### src/rtl/pause_pkg.sv
// Package: shared constants for the pause-frame timer.
// Assumes: standard MAC-control encodings for pause requests.
package pause_pkg;
    localparam int ADDR_W  = 48;
    localparam int FIELD_W = 16;
    localparam int QUANTA_W = 16;
    localparam logic [ADDR_W-1:0]  CTRL_MCAST_ADDR = 48'h0180C2000001;
    localparam logic [FIELD_W-1:0] MAC_CTRL_TYPE   = 16'h8808;
    localparam logic [FIELD_W-1:0] PAUSE_OPCODE    = 16'h0001;
endpackage

### src/rtl/pause_frame_qualify.sv
// Module: pause_frame_qualify
// Decides whether a finished received frame is a valid pause request.
// Assumes: the frame fields are stable in the cycle where frame_done_i is high.
module pause_frame_qualify
    import pause_pkg::*;
(
    input  logic                frame_done_i,
    input  logic                frame_ok_i,
    input  logic [ADDR_W-1:0]   dst_i,
    input  logic [FIELD_W-1:0]  type_i,
    input  logic [FIELD_W-1:0]  opcode_i,
    input  logic [ADDR_W-1:0]   station_i,
    output logic                valid_o
);
    logic dst_hit;
    logic ctrl_hit;

    // Destination check: the reserved multicast or the programmed station address.
    always_comb dst_hit = (dst_i == CTRL_MCAST_ADDR) || (dst_i == station_i);

    // Control-frame check: the type and the opcode must both match.
    always_comb ctrl_hit = (type_i == MAC_CTRL_TYPE) && (opcode_i == PAUSE_OPCODE);

    // Final qualification: an errored frame is always discarded.
    always_comb valid_o = frame_done_i && frame_ok_i && dst_hit && ctrl_hit;
endmodule

### src/rtl/pause_quanta_prescaler.sv
// Module: pause_quanta_prescaler
// Produces one tick per QUANTUM_CLKS running clocks, or one per clock in fast mode.
// Assumes: restart_i zeroes the phase so that a full quantum follows every load.
module pause_quanta_prescaler #(
    parameter int QUANTUM_CLKS = 128
) (
    input  logic clk,
    input  logic rst_n,
    input  logic run_i,
    input  logic restart_i,
    input  logic fast_i,
    output logic tick_o
);
    generate
        if (QUANTUM_CLKS <= 1) begin : g_every_clock
            // Degenerate quantum: a tick on every running clock.
            always_comb tick_o = run_i && !restart_i;
        end else begin : g_divider
            localparam int PW = $clog2(QUANTUM_CLKS);
            localparam logic [PW-1:0] LAST = PW'(QUANTUM_CLKS - 1);
            logic [PW-1:0] phase_q;
            logic          at_end;

            // End-of-quantum detect, overridden by fast mode.
            always_comb at_end = fast_i || (phase_q == LAST);

            // Tick only on a running clock that is not a restart.
            always_comb tick_o = run_i && !restart_i && at_end;

            // Phase counter: cleared by reset, restart or wrap; advances while running.
            always_ff @(posedge clk) begin
                if (!rst_n || restart_i) begin
                    phase_q <= '0;
                end else if (run_i) begin
                    phase_q <= at_end ? '0 : phase_q + 1'b1;
                end
            end


            phase_range_chk: assert property (@(posedge clk) disable iff (!rst_n)
                phase_q <= LAST);
        end
    endgenerate
endmodule

### src/rtl/pause_time_counter.sv
// Module: pause_time_counter
// Holds the remaining pause quanta: loads on request, decrements on tick.
// Assumes: a load takes priority over a decrement in the same cycle.
module pause_time_counter #(
    parameter int QUANTA_W = 16
) (
    input  logic                clk,
    input  logic                rst_n,
    input  logic                load_i,
    input  logic [QUANTA_W-1:0] load_val_i,
    input  logic                tick_i,
    output logic [QUANTA_W-1:0] count_o,
    output logic                expired_o
);
    logic [QUANTA_W-1:0] count_q;
    logic                expired_q;

    // Countdown register, plus a one-cycle pulse when a decrement reaches zero.
    always_ff @(posedge clk) begin
        if (!rst_n) begin
            count_q   <= '0;
            expired_q <= 1'b0;
        end else begin
            expired_q <= 1'b0;
            if (load_i) begin
                count_q <= load_val_i;
            end else if (tick_i && (count_q != '0)) begin
                count_q <= count_q - 1'b1;
                if (count_q == QUANTA_W'(1)) expired_q <= 1'b1;
            end
        end
    end

    always_comb count_o   = count_q;
    always_comb expired_o = expired_q;


    no_wrap_chk: assert property (@(posedge clk) disable iff (!rst_n)
        (count_q == '0 && !load_i) |=> (count_q == '0));


    single_step_chk: assert property (@(posedge clk) disable iff (!rst_n)
        (!load_i) |=> (count_q == $past(count_q) || count_q == $past(count_q) - 1'b1));


    expiry_at_zero_chk: assert property (@(posedge clk) disable iff (!rst_n)
        expired_q |-> (count_q == '0));
endmodule

### src/rtl/pause_flow_ctl.sv
// Module: pause_flow_ctl
// Receive-side flow-control pause handling: qualifies frames, loads and runs the
// pause countdown, blocks new transmit starts, and raises interrupts and statistics.
// Assumes: rx_frame_done is a one-cycle strobe; tx_busy is high while a frame is sent.
module pause_flow_ctl
    import pause_pkg::*;
#(
    parameter int QUANTUM_CLKS = 128
) (
    input  logic                 clk,
    input  logic                 rst_n,
    input  logic                 cfg_full_duplex,
    input  logic                 cfg_pause_en,
    input  logic                 cfg_fast_count,
    input  logic [ADDR_W-1:0]    cfg_station_addr,
    input  logic                 irq_en_pause_rx,
    input  logic                 irq_en_pause_done,
    input  logic                 rx_frame_done,
    input  logic [ADDR_W-1:0]    rx_dst_addr,
    input  logic [FIELD_W-1:0]   rx_type,
    input  logic [FIELD_W-1:0]   rx_opcode,
    input  logic [QUANTA_W-1:0]  rx_pause_quanta,
    input  logic                 rx_frame_ok,
    input  logic                 tx_busy,
    output logic                 tx_hold,
    output logic [QUANTA_W-1:0]  pause_remaining,
    output logic                 irq_pause_rx,
    output logic                 irq_pause_done,
    output logic                 stat_pause_rx_inc
);
    logic frame_valid;
    logic do_load;
    logic run_cnt;
    logic tick;
    logic expired;
    logic [QUANTA_W-1:0] count;
    logic irq_rx_q;
    logic stat_q;

    pause_frame_qualify u_qualify (
        .frame_done_i (rx_frame_done),
        .frame_ok_i   (rx_frame_ok),
        .dst_i        (rx_dst_addr),
        .type_i       (rx_type),
        .opcode_i     (rx_opcode),
        .station_i    (cfg_station_addr),
        .valid_o      (frame_valid)
    );

    // Load only in full duplex, whatever the pause enable says.
    always_comb do_load = frame_valid && cfg_full_duplex;

    // Run while non-zero; with pausing enabled, only while the transmitter is idle.
    always_comb run_cnt = (count != '0) && (!cfg_pause_en || !tx_busy);

    pause_quanta_prescaler #(.QUANTUM_CLKS(QUANTUM_CLKS)) u_presc (
        .clk       (clk),
        .rst_n     (rst_n),
        .run_i     (run_cnt),
        .restart_i (do_load),
        .fast_i    (cfg_fast_count),
        .tick_o    (tick)
    );

    pause_time_counter #(.QUANTA_W(QUANTA_W)) u_count (
        .clk        (clk),
        .rst_n      (rst_n),
        .load_i     (do_load),
        .load_val_i (rx_pause_quanta),
        .tick_i     (tick),
        .count_o    (count),
        .expired_o  (expired)
    );

    // Per-frame pulses: the statistic in either duplex mode, the interrupt behind its enable.
    always_ff @(posedge clk) begin
        if (!rst_n) begin
            irq_rx_q <= 1'b0;
            stat_q   <= 1'b0;
        end else begin
            irq_rx_q <= frame_valid && irq_en_pause_rx;
            stat_q   <= frame_valid;
        end
    end

    // Output drive: the hold blocks only new frame starts.
    always_comb tx_hold           = cfg_pause_en && cfg_full_duplex && (count != '0);
    always_comb pause_remaining   = count;
    always_comb irq_pause_rx      = irq_rx_q;
    always_comb stat_pause_rx_inc = stat_q;
    always_comb irq_pause_done    = expired && irq_en_pause_done;


    bad_frame_ignored_chk: assert property (@(posedge clk) disable iff (!rst_n)
        (rx_frame_done && !rx_frame_ok) |=> !stat_pause_rx_inc);


    frozen_while_busy_chk: assert property (@(posedge clk) disable iff (!rst_n)
        (cfg_pause_en && tx_busy && !rx_frame_done) |=> $stable(pause_remaining));


    done_pulse_chk: assert property (@(posedge clk) disable iff (!rst_n)
        irq_pause_done |=> !irq_pause_done);


    irq_with_stat_chk: assert property (@(posedge clk) disable iff (!rst_n)
        irq_pause_rx |-> stat_pause_rx_inc);
endmodule

### config.mk
export PLATFORM = sky130hd
export DESIGN_NAME = pause_flow_ctl
export DESIGN_NICKNAME = d
export VERILOG_FILES = /design/src/rtl/pause_pkg.sv /design/src/rtl/pause_frame_qualify.sv /design/src/rtl/pause_quanta_prescaler.sv /design/src/rtl/pause_time_counter.sv /design/src/rtl/pause_flow_ctl.sv
export SDC_FILE = /design/constraint.sdc
export NUM_CORES = 1
export LEC_CHECK = 0
export ABC_AREA = 1
export ABC_CLOCK_PERIOD_IN_PS = 3710
export BUFFER_PORTS_ARGS = -buffer_cell sky130_fd_sc_hd__buf_2
export CORE_MARGIN = 5
export CORE_UTILIZATION = 31
export CTS_CLUSTER_DIAMETER = 100
export CTS_CLUSTER_SIZE = 14
export DETAILED_ROUTE_END_ITERATION = 6
export PLACE_DENSITY = 0.66
export SLEW_MARGIN = 20
export SYNTH_ARGS = -nofsm -noshare
export SYNTH_HDL_FRONTEND = slang
export SYNTH_SLANG_ARGS = --single-unit
### constraint.sdc
create_clock -name clk -period 3.71 [get_ports clk]
set_clock_uncertainty 0.15 [all_clocks]
set_input_delay 0.742 -clock clk [delete_from_list [all_inputs] [get_ports clk]]
set_output_delay 0.742 -clock clk [all_outputs]
set_load 0.05 [all_outputs]
[Yosys cells after proc, flatten, opt, wreduce, memory -nomap -nowiden]
Index checks and enable logic that the tools add are counted.
Word-level totals
  output and inout port bits: 20
  bits in registers: 26
  input bits: 154
  word-level logic and storage cells: 43
Operators by class
  multiplexer cells: 4
  equality and inequality tests: 6
  $add $sub $neg: 2
  reduce and logical (&&, ||, !) cells: 24
  bitwise operators: 2
Operator list (count)
  == test 48 x 41 -> 1 bit (second input constant): 1
  == test 48 bit: 1
  == test 16 x 1 -> 1 bit (second input constant): 2
  2-to-1 mux 16 bit: 2
  == test 16 bit (second input constant): 1
  nonzero test 16 bit: 1
  subtractor 16 x 1 -> 16 bit (second input constant): 1
  logical AND 1 bit: 13
  adder 7 x 1 -> 7 bit (second input constant): 1
  == test 7 bit (second input constant): 1
  2-to-1 mux 7 bit: 1
  zero test 1 bit: 4
  logical OR 1 bit: 4
  OR reduction 3 bit: 1
  inverter 1 bit: 2
  nonzero test 2 bit: 1
  2-to-1 mux 1 bit: 1

[Logic depth before layout (Yosys ltp)]
Gate-level depths: netlist (run 1).
  depth after elaboration: 11
  mapped depth: 16
  gate-level depth less buffers: 15

[By module]
A second synthesis (run 1) with hierarchy kept.
Unflattened totals
  cells, all modules: 476
  area total of the unflattened synthesis: 2690.1 sq um
By module, submodules not included
  pause_time_counter: sequential area each 340.3 sq um, area an instance 1239.9 sq um, cells each 208, instances 1
  pause_frame_qualify: sequential area each 0.0 sq um, area an instance 958.4 sq um, cells each 194, instances 1
  pause_quanta_prescaler: sequential area each 140.1 sq um, area an instance 347.8 sq um, cells each 45, instances 1
  pause_flow_ctl: sequential area each 40.0 sq um, area an instance 143.9 sq um, cells each 29, instances 1

[Least setup slack after synthesis (run 1)]
Ideal clock, no wire load.
  kind: reg-to-output
  start point: register u_count.count_q[0], in the netlist u_count.count_o[0]
  end point: output port tx_hold
  path buffers: 0
  stages on the path, launching flop included: 10
  setup slack: 0.753 ns
  arrival time: 2.065 ns
  cell sequence: dfxtp_1 > inv_1 > ha_1 > nand2_2 > nor2_4 > nand2_4 > nor2_4 > nand2_4 > nor2_8 > nor2_1
On the way
  cells in the longest elaborated chain, start to end: 2
Ends and longest elaborated chain
  from (decl): RTL line pause_time_counter.sv:15  | logic [QUANTA_W-1:0] count_q;
  from (signal assigned): RTL line pause_time_counter.sv:26  | count_q <= load_val_i;
  from (signal assigned): RTL line pause_time_counter.sv:28  | count_q <= count_q - 1'b1;
  nonzero test 16 bit: RTL line pause_flow_ctl.sv:87  | always_comb tx_hold = cfg_pause_en && cfg_full_duplex && (count != '0);
  logical AND 1 bit: RTL line pause_flow_ctl.sv:87
  to (decl): RTL line pause_flow_ctl.sv:25  | output logic tx_hold,
No other way between the ends.

[Worst setup path after layout (run 1)]
  start point: register u_count.count_q[1], in the netlist u_count.count_o[1]
  end point: output port tx_hold
Same word-level chain as after synthesis.

==> results.ini, run 1 <==
[outcome]
status = complete, no violations

[synth]
netlist_area_um2 = 2690
synth_seq_cells = 26
synth.avg_cell_area_um2 = 6.13
synthCells = 439
ys_seq_area_share_pct = 19.3
synth.distinct_cells = 30
syn-num-nets = 596
yosysWarnings = 0

[place]
io_buffer_count = 173
place_worst_setup_slack_ns = 0.924
place_congestion = 0.877
placed_cells_incl_taps = 713
dp_hpwl_mm = 7.60

[routing]
via_per_inst = 4.57
final_antenna_net_count = 0
avgRoutedWirePerCell_um = 12.1
drt-initial-drc-count = 97
dr.pass1.iters = 4
vias = 3274
drc = 0
wirelength_mm = 8.69

[clock_tree]
cts_max_path_buffers = 2
cts_setup_buffers = 0
cts_made_buffers = 3
tritoncts = done
cts_root_buf = clkbuf_8
insertion_delay_ns = 0.27
ctsResizeCount = 0
clk_pin_slew_worst_paths_ns = 0.09
h-tree-depth = 1
clock_sinks = 26
hold_buffers = 0

[floorplan]
die_h_um = 103
fp-row-count = 34
coreArea_um2 = 8590
ios = 174
initial_utilization_pct = 31.3
die-area_um2 = 10600
dieWidth_um = 103

[power]
p_leak_nw = 2.01
power.density_nw_per_um2 = 422
worst_ir_drop_vdd_mv = 0.201

[grt]
grt_pass1_vias = 2977
grtUsageTotal_pct = 15.5
antenna_found_initial = 0
grt_pass1_wl_mm = 13.2
grt-ovfl-total = 0
grt_max_degree = 30

[worst_hold_path]
min_path_type = register to register
hold-path-cell-count = 2

[sta]
relSlewSlack_pct = 62.2
rsz0062_at_grt = no
setup-violations-final = 0
max_freq_ghz = 0.368
finalWorstSetupSlack_ns = 0.990
hold_slack_ns = 0.323
tns_ns = 0
report.final.hold_viol_count = 0
worst_pin_slew_ns = 0.561
fin_crit_ns = 2.72
finalMaxSlewViolations = 0
post-route-period-util_pct = 73.3

[cells_and_area]
layout-drive-gt1-share_pct = 32.6
n_antenna_cell = 0
fin_nets = 767
num-fill-cells = 923
area_growth_syn_to_layout_pct = 36.9
final_util_pct = 42.9
fin_cells = 716

[critical_path]
cpMaxStageDelayCell = dfxtp_1
start_kind = register
cp-end-kind = output port
ff2ff_path_depth = 9
required_ns = 2.82
crit_type = register to output port
cp.arrival_ns = 1.83
worstPathMaxFanout = 4
max_stage_delay_ns = 0.35
worstPathCellList = inv_1 -> ha_1 -> nand2_2 -> nor2_4 -> nand2_4 -> nor2_4 -> nand2_4 -> nor2_8 -> nor2_1 -> buf_2

[flow_run]
drv_cap = 0

-- sequential cells by signal (all words and copies together) (netlist names) --
register / cells
stat_pause_rx_inc: 1
irq_pause_rx: 1
u_presc.g_divider.phase_q: 7
u_count.expired_o: 1
u_count.count_o: 16
-- metal layers --
metal,vias to the layer above,part of all wire (%),track usage (%)
met5,-,0,0
met4,0,1.6,3.09
met2,106,50,29.1
met3,11,7.7,3.49
li1,1715,-,-
met1,1442,41,18.0
-- final cells by class --
class	count	area, um2	share of cell area (%)
inverters	63	239	6.48
repair buffers	174	873	23.7
flip-flops and latches	26	520	14.1
well taps	108	135	3.66
clock buffers	3	41.3	1.12
multi-input cells	342	1880	50.9
-- report_power, final --
| group | internal, mW | switching, mW | total, mW |
|---|---|---|---|
| Combinational | 0.364 | 0.634 | 0.998 |
| Sequential | 0.329 | 0.0623 | 0.392 |
| Clock | 0.0730 | 0.0925 | 0.166 |
| Total | 0.766 | 0.789 | 1.55 |
-- cells in the mapped netlist --
library cell | instances | share of area (%)
ha_1 | 3 | 1.4
o21ai_0 | 3 | 0.56
nor2_8 | 2 | 1.5
nor2_4 | 3 | 1.3
a21oi_1 | 3 | 0.56
nand4_1 | 6 | 1.4
o31ai_1 | 1 | 0.28
nand3b_1 | 2 | 0.56
xnor2_1 | 39 | 13
o211ai_1 | 1 | 0.28
nand2_2 | 1 | 0.23
nand3_1 | 43 | 8.0
nand2_1 | 129 | 18
dfxtp_1 | 26 | 19
nor3_1 | 11 | 2.0
inv_1 | 62 | 8.6
nand2_8 | 1 | 0.74
a21o_1 | 1 | 0.28
buf_4 | 1 | 0.28
inv_4 | 1 | 0.23
nor2_2 | 1 | 0.23
nor2_1 | 51 | 7.1
nand3_2 | 10 | 3.7
nor3b_1 | 3 | 0.84
buf_6 | 2 | 0.84
buf_2 | 5 | 0.93
o211a_1 | 1 | 0.37
xor2_1 | 12 | 3.9
nor4_1 | 13 | 3.0
nand2_4 | 2 | 0.84
-- logic make-up (layout without fill, tap and decap cells) --
| logic type | after synthesis | count (layout) | share of synthesized area, % |
|---|---|---|---|
| AND/OR/NAND/NOR | 278 | 278 | 49.4 |
| adder cells (fa/ha/maj) | 3 | 3 | 1.39 |
| buffers and inverters | 71 | 240 | 10.9 |
| XOR/XNOR | 51 | 51 | 16.6 |
| flip-flops | 26 | 26 | 19.3 |
| AO/OA/AOI/OAI | 10 | 10 | 2.32 |
-- per-stage QoR --
stage | instance area (um2) | power [mW]
final | 3690 | 1.55
after floorplan | 2690 | 1.17
after global placement | 3650 | 1.38
after detailed placement | 3650 | 1.40
after CTS | 3690 | 1.57
after global routing | 3690 | 1.69
-- cell usage in the layout, fill, tap and decap left out, types with 3 or more instances in the layout --
| cell | instances |
|---|---|
| buf_2 | 173 |
| nor4_1 | 13 |
| inv_1 | 62 |
| nand3_1 | 43 |
| nor3b_1 | 3 |
| nand2_1 | 129 |
| ha_1 | 3 |
| nor2_1 | 51 |
| nor2_4 | 3 |
| nand4_1 | 6 |
| xor2_1 | 12 |
| xnor2_1 | 39 |
| nand3_2 | 10 |
| o21ai_0 | 3 |
| a21oi_1 | 3 |
| nor3_1 | 11 |
| dfxtp_1 | 26 |
| clkbuf_8 | 3 |
-- worst max-delay path: cells and delay by family, from the launching register on --
family        cells  cell delay [ns]
simple gates      7             0.71
fa+ha+maj         1             0.20
flops             1             0.35
buf+inv           2             0.28
-- worst paths after layout --
check                                from                            to  slack, ns
max                    u_count.count_o[1]                       tx_hold       0.99
min          u_presc.g_divider.phase_q[6]  u_presc.g_divider.phase_q[6]       0.32
max reg2reg            u_count.count_o[0]           u_count.count_o[15]       1.51
min reg2reg  u_presc.g_divider.phase_q[6]  u_presc.g_divider.phase_q[6]       0.32
Note: power is estimated with default switching activity, not from simulation.
==> inputs of run 2 (changes only) <==
--- a/config.mk
+++ b/config.mk
@@ -6,7 +6,7 @@
 export NUM_CORES = 1
 export LEC_CHECK = 0
 export ABC_AREA = 1
-export ABC_CLOCK_PERIOD_IN_PS = 3710
+export ABC_CLOCK_PERIOD_IN_PS = 2700
 export BUFFER_PORTS_ARGS = -buffer_cell sky130_fd_sc_hd__buf_2
 export CORE_MARGIN = 5
 export CORE_UTILIZATION = 31
==> constraint.sdc (replaced) <==
create_clock -name clk -period 2.7 [get_ports clk]
set_clock_uncertainty 0.15 [all_clocks]
set_input_delay 0.54 -clock clk [delete_from_list [all_inputs] [get_ports clk]]
set_output_delay 0.54 -clock clk [all_outputs]
set_load 0.05 [all_outputs]
==> run 2 against run 1 <==
Effect of this change:
- die area unchanged
- final cell count increased by 0.28%
- hold slack got worse by 0.011 ns
- first-iteration DRC count decreased by 15%
- clock power increased by 56%
- largest power group unchanged
- combinational power increased by 38%
- register-to-register slack got worse by 0.98 ns
==> results.ini, run 2 (same netlist as run 1, synthesis figures left out) <==
[critical_path]
ff2ff_path_depth = 15
start_kind = register
cp-end-kind = output port
crit_type = register to output port
r2r_start = u_count.count_o[0]
ff2ff_setup_slack_ns = 0.53
r2r_end = u_count.count_o[10]
cp.arrival_ns = 1.82
cp-startpoint = u_count.count_o[1]
required_ns = 2.01
worstPathMaxFanout = 4

[routing]
drc = 0
wirelength_mm = 8.29
drt-initial-drc-count = 82
m1WireLength_mm = 3.22
highest_layer = met4
vias = 3224
final_antenna_net_count = 0
wl_met2_mm = 4.38
via_per_inst = 4.49
dr.pass1.iters = 4
wl_met3_um = 574
avgRoutedWirePerCell_um = 11.5

[sta]
relSlewSlack_pct = 73.4
fin_crit_ns = 2.51
worst_pin_slew_ns = 0.399
finalMaxSlewViolations = 0
hold_slack_ns = 0.311
post-route-period-util_pct = 93.0
max_freq_ghz = 0.398
tns_ns = 0
finalWorstSetupSlack_ns = 0.188
report.final.hold_viol_count = 0
rsz0062_at_grt = no
setup-violations-final = 0

[cells_and_area]
final_cell_mix = buf_2, nand2_1, inv_1, nor2_1, nand3_1
layout-drive-gt1-share_pct = 33.0
fin_nets = 768
area_growth_syn_to_layout_pct = 37.8
largest_reg_flops = 16
n_antenna_cell = 0
fin_cells = 718
final_common_cell = buf_2

[clock_tree]
h-tree-depth = 1
cts_setup_buffers = 0
tritoncts = done
hold_buffers = 0
ctsResizeCount = 0
clk_pin_slew_worst_paths_ns = 0.09
insertion_delay_ns = 0.27
cts_root_buf = clkbuf_8
cts_max_path_buffers = 2
clock_sinks = 26
cts_made_buffers = 3

[place]
place_worst_setup_slack_ns = 0.163
io_buffer_count = 173
place_congestion = 0.883
placed_cells_incl_taps = 714
dp_hpwl_mm = 7.31

[floorplan]
fp-row-count = 34
ios = 174
die-area_um2 = 10600
initial_utilization_pct = 31.3
coreArea_um2 = 8590
die_h_um = 103
dieWidth_um = 103

[grt]
grtUsageTotal_pct = 15.3
grt_pass1_vias = 3171
grt_pass1_wl_mm = 13.3
grt-ovfl-total = 0
grt_max_degree = 30
antenna_found_initial = 0

[power]
p_leak_nw = 2.02
worst_ir_drop_vdd_mv = 0.262
power.density_nw_per_um2 = 587

[worst_hold_path]
hold-path-cell-count = 2
min_path_type = register to register
min-delay-start = u_presc.g_divider.phase_q[6]
min_to = u_presc.g_divider.phase_q[6]

[outcome]
status = complete, no violations

[flow_run]
drv_cap = 0

run 2: routing by layer:
metal	track usage [%]	vias to the layer above
met1	17.6	1386
met5	0	-
met4	3.09	0
met3	2.88	14
met2	29.2	102
li1	-	1722
run 2: power breakdown:
group,internal [mW],switching (mW)
combinational,0.512,0.868
clock,0.131,0.128
sequential,0.453,0.0891
total,1.09,1.09
run 2: worst max path at each step:
| stage | endpoint | slack, ns | cells past startpoint |
|---|---|---|---|
| 6_report | tx_hold | 0.19 | 10 |
| 3_3_place_gp | u_count.count_o[11] | 0.23 | 11 |
| 3_5_place_dp | u_count.count_o[10] | 0.16 | 11 |
| 2_1_floorplan | tx_hold | 0.18 | 9 |
| 4_1_cts | tx_hold | 0.16 | 10 |
| 5_1_grt | tx_hold | 0.08 | 10 |
run 2: stage by stage:
step	total power [mW]	instance area [um2]	util, %
floorplan	1.60	2700	-
global route	2.37	3710	43.2
finish	2.18	3710	43.2
detailed placement	1.94	3660	42.5
CTS	2.20	3710	43.2
global placement	1.91	3660	42.5
run 2: area by class of cell:
| class | instances | area [um2] |
|---|---|---|
| clock buffer | 4 | 55.1 |
| fill | 912 | 4880 |
| inverter | 63 | 239 |
| multi-input combinational | 342 | 1880 |
| sequential | 26 | 520 |
| tap | 108 | 135 |
| timing repair buffer | 175 | 881 |
run 2: critical path, stage by stage, from the launching register on:
cell and delay, ns:
dfxtp_1 0.35, inv_1 0.09, ha_1 0.19, nand2_2 0.10, nor2_4 0.14, nand2_4 0.09, nor2_4 0.12, nand2_4 0.08
nor2_8 0.14, nor2_2 0.04, buf_2 0.20
==> inputs of run 3 (changes only) <==
--- a/config.mk
+++ b/config.mk
@@ -14,7 +14,9 @@
 export CTS_CLUSTER_SIZE = 14
 export DETAILED_ROUTE_END_ITERATION = 6
 export PLACE_DENSITY = 0.66
+export REMOVE_ABC_BUFFERS = 1
 export SLEW_MARGIN = 20
 export SYNTH_ARGS = -nofsm -noshare
 export SYNTH_HDL_FRONTEND = slang
+export SYNTH_HIERARCHICAL = 1
 export SYNTH_SLANG_ARGS = --single-unit
==> run 3 against run 2 <==
Effect of this change:
- total power is 63% higher
- critical path depth is 3 higher
- sequential power is 11% higher
- sequential cell count stayed put
- die area hardly changed
- largest cell class unchanged
- critical path type is now register to register
- worst setup slack better by 0.10 ns
- global-route usage is 2.4 points higher
- largest power group unchanged
- first-iteration DRC count is 73% higher
- hold slack better by 0.032 ns
- synthesized cell count is 8.4% higher
==> results.ini, run 3 <==
[outcome]
status = complete, no violations

[place]
dp_hpwl_mm = 8.27
io_buffer_count = 173
place_congestion = 0.919
placed_cells_incl_taps = 767

[power]
power.density_nw_per_um2 = 924
worst_ir_drop_vdd_mv = 0.390
power_switching_mw = 1.93
swShare_pct = 54.3
internal_power_mw = 1.62
seqPwrFrac_pct = 16.9
p_comb_share_pct = 73.5
pwr-share-clk_pct = 9.6
p_leak_nw = 2.13

[sta]
finalMaxSlewViolations = 0
worst_pin_slew_ns = 0.480
relSlewSlack_pct = 67.9
post-route-period-util_pct = 89.3
tns_ns = 0
report.final.hold_viol_count = 0
fin_crit_ns = 2.41
max_freq_ghz = 0.415
rsz0062_at_grt = no
setup-violations-final = 0

[synth]
synth_area_leaders = nand2_1, dfxtp_1, xnor2_1
yosysWarnings = 6
ys_async_sr_fraction_pct = 0
yosysMostFrequentCell = nand2_1
synth_top_area_share_pct = 23.7
synth_compound_area_share_pct = 4.37
synth-edff-count = 0
synthCells = 476
netlist_area_um2 = 2690
synthAdderAreaFrac_pct = 1.40
synthFlopType = dfxtp_1
synth_common_cells = nand2_1, nor2_1, inv_1
synth_top_family_by_area = simple AND/OR/NAND/NOR gates
muxShareOfSynthArea_pct = 0.372
synth_seq_cells = 26
synth.avg_cell_area_um2 = 5.65
synth-simple-area-share_pct = 50.2
post-synth-top-area-cell = nand2_1
ys_seq_area_share_pct = 19.3
synth.distinct_cells = 26
synth_xor_area_share_pct = 15.0

[clock_tree]
clock_sinks = 26
cts_max_path_buffers = 2
cts_made_buffers = 3
insertion_delay_ns = 0.28
cts_root_buf = clkbuf_8
h-tree-depth = 1
cts_setup_buffers = 0
tritoncts = done
clk_pin_slew_worst_paths_ns = 0.10

[cells_and_area]
fin_nets = 821
layout-drive-gt1-share_pct = 31.5
largest_reg_flops = 16
n_antenna_cell = 0
final_cell_mix = buf_2, nand2_1, nor2_1, inv_1, xnor2_1
final_common_cell = buf_2
fin_cells = 771
area_growth_syn_to_layout_pct = 42.9

[critical_path]
cp-startpoint = u_count/count_o[12]
max_stage_delay_ns = 0.48
worstPathCellList = nor2_1 -> nand2_1 -> nor2_1 -> a21oi_1 -> nand2_2 -> nor2_4 -> nand3_2 -> a21oi_1 -> nand2_4 -> buf_4 -> nor2_1 -> nand2_1 -> nand2_1
cp.arrival_ns = 2.50
ff2ff_path_depth = 13
worstSetupEndpoint = u_count/count_o[7]
r2r_end = u_count/count_o[7]
cpMaxStageDelayCell = dfxtp_1
ff2ff_setup_slack_ns = 0.29
worstPathMaxFanout = 9
start_kind = register
crit_type = register to register
r2r_start = u_count/count_o[12]
required_ns = 2.79
cp-end-kind = register

[routing]
vias = 3533
dr.pass1.iters = 4
m1WireLength_mm = 3.66
wl_met2_mm = 4.87
avgRoutedWirePerCell_um = 12.3
drc = 0
wl_met3_um = 844
highest_layer = met4
drt-initial-drc-count = 142
wirelength_mm = 9.46
via_per_inst = 4.58
final_antenna_net_count = 0

[floorplan]
die-area_um2 = 10600
dieWidth_um = 103
die_h_um = 103
coreArea_um2 = 8590
ios = 174
initial_utilization_pct = 31.3
fp-row-count = 34

[worst_hold_path]
min_path_type = input port to register
min-delay-start = irq_en_pause_rx

[grt]
grt_pass1_wl_mm = 15.2
grt_pass1_vias = 3478
grt_max_degree = 20
antenna_found_initial = 0
grtUsageTotal_pct = 17.7
grt-ovfl-total = 0

[flow_run]
drv_cap = 0

## run 3: changes by cell type after synthesis, moves of 5 or more
cell,change
nand3_1,-18
a21oi_1,+8
nand2_1,+41
nand3_2,-8
nor2_1,+30
o21ai_0,+6
buf_2,-5
xor2_1,-6
nor3_1,-5
inv_1,-7
## run 3: worst min path at each step
stage | to | cells after the start
final | irq_pause_rx | 3
after global routing | irq_pause_rx | 3
after CTS | irq_pause_rx | 3
after detailed placement | u_presc/g_divider.phase_q[6] | 2
after global placement | u_presc/g_divider.phase_q[6] | 2
after floorplan | u_presc/g_divider.phase_q[6] | 2
## run 3: cell type report
| cell class | instances | area [um2] |
|---|---|---|
| fillers | 973 | 4750 |
| multi-input cells | 388 | 1920 |
| repair buffers | 189 | 986 |
| flip-flops and latches | 26 | 520 |
| inverters | 56 | 210 |
| well taps | 108 | 135 |
| clock buffers | 3 | 41.3 |
| clock inverters | 1 | 30.0 |
## run 3: worst max-delay path, delay by kind of cell, from the launching register on
family,cells,cell delay [ns]
AO/OA/AOI/OAI,2,0.48
buffers and inverters,1,0.18
AND/OR/NAND/NOR,10,1.07
flip-flops,1,0.48
## run 3: logic make-up (layout without fill, tap and decap cells)
family | after synthesis | after routing
AOI/OAI and AO/OA | 22 | 22
and+or+nand+nor | 316 | 316
buffers and inverters | 62 | 249
DFF | 26 | 26
muxes | 1 | 1
adders and majority gates | 3 | 3
xor gates and xnor gates | 46 | 46
## run 3: per-stage QoR
| stage | util, % | setup slack, ns | cell area, um2 | hold slack, ns | power, mW |
|---|---|---|---|---|---|
| after floorplan | - | 0.0233 | 2650 | 0.323 | 2.46 |
| after global placement | 43.9 | 0.110 | 3770 | 0.333 | 3.15 |
| after detailed placement | 43.9 | 0.0436 | 3770 | 0.350 | 3.20 |
| after CTS | 44.7 | 0.257 | 3840 | 0.348 | 3.55 |
| after global routing | 44.7 | 0.0560 | 3840 | 0.349 | 3.90 |
| final | 44.7 | 0.288 | 3840 | 0.344 | 3.55 |
## run 3: power groups by stage
stage,logic (mW),registers (mW),clock network (mW)
floorplan,1.48,0.982,0
global placement,2.55,0.605,0
detailed placement,2.59,0.610,0
CTS,2.60,0.601,0.347
global route,2.92,0.619,0.361
finish,2.61,0.600,0.340
## run 3: metal layers
| metal | track usage [%] | vias up |
|---|---|---|
| li1 | - | 1838 |
| met1 | 20.8 | 1538 |
| met2 | 33.7 | 149 |
| met3 | 2.91 | 8 |
| met4 | 3.39 | 0 |
| met5 | 0 | - |
## run 3: timing repair
item	4_1_cts	5_1_grt
hold buffers	0	0
resized for setup	0	1
setup endpoints to repair	0	1
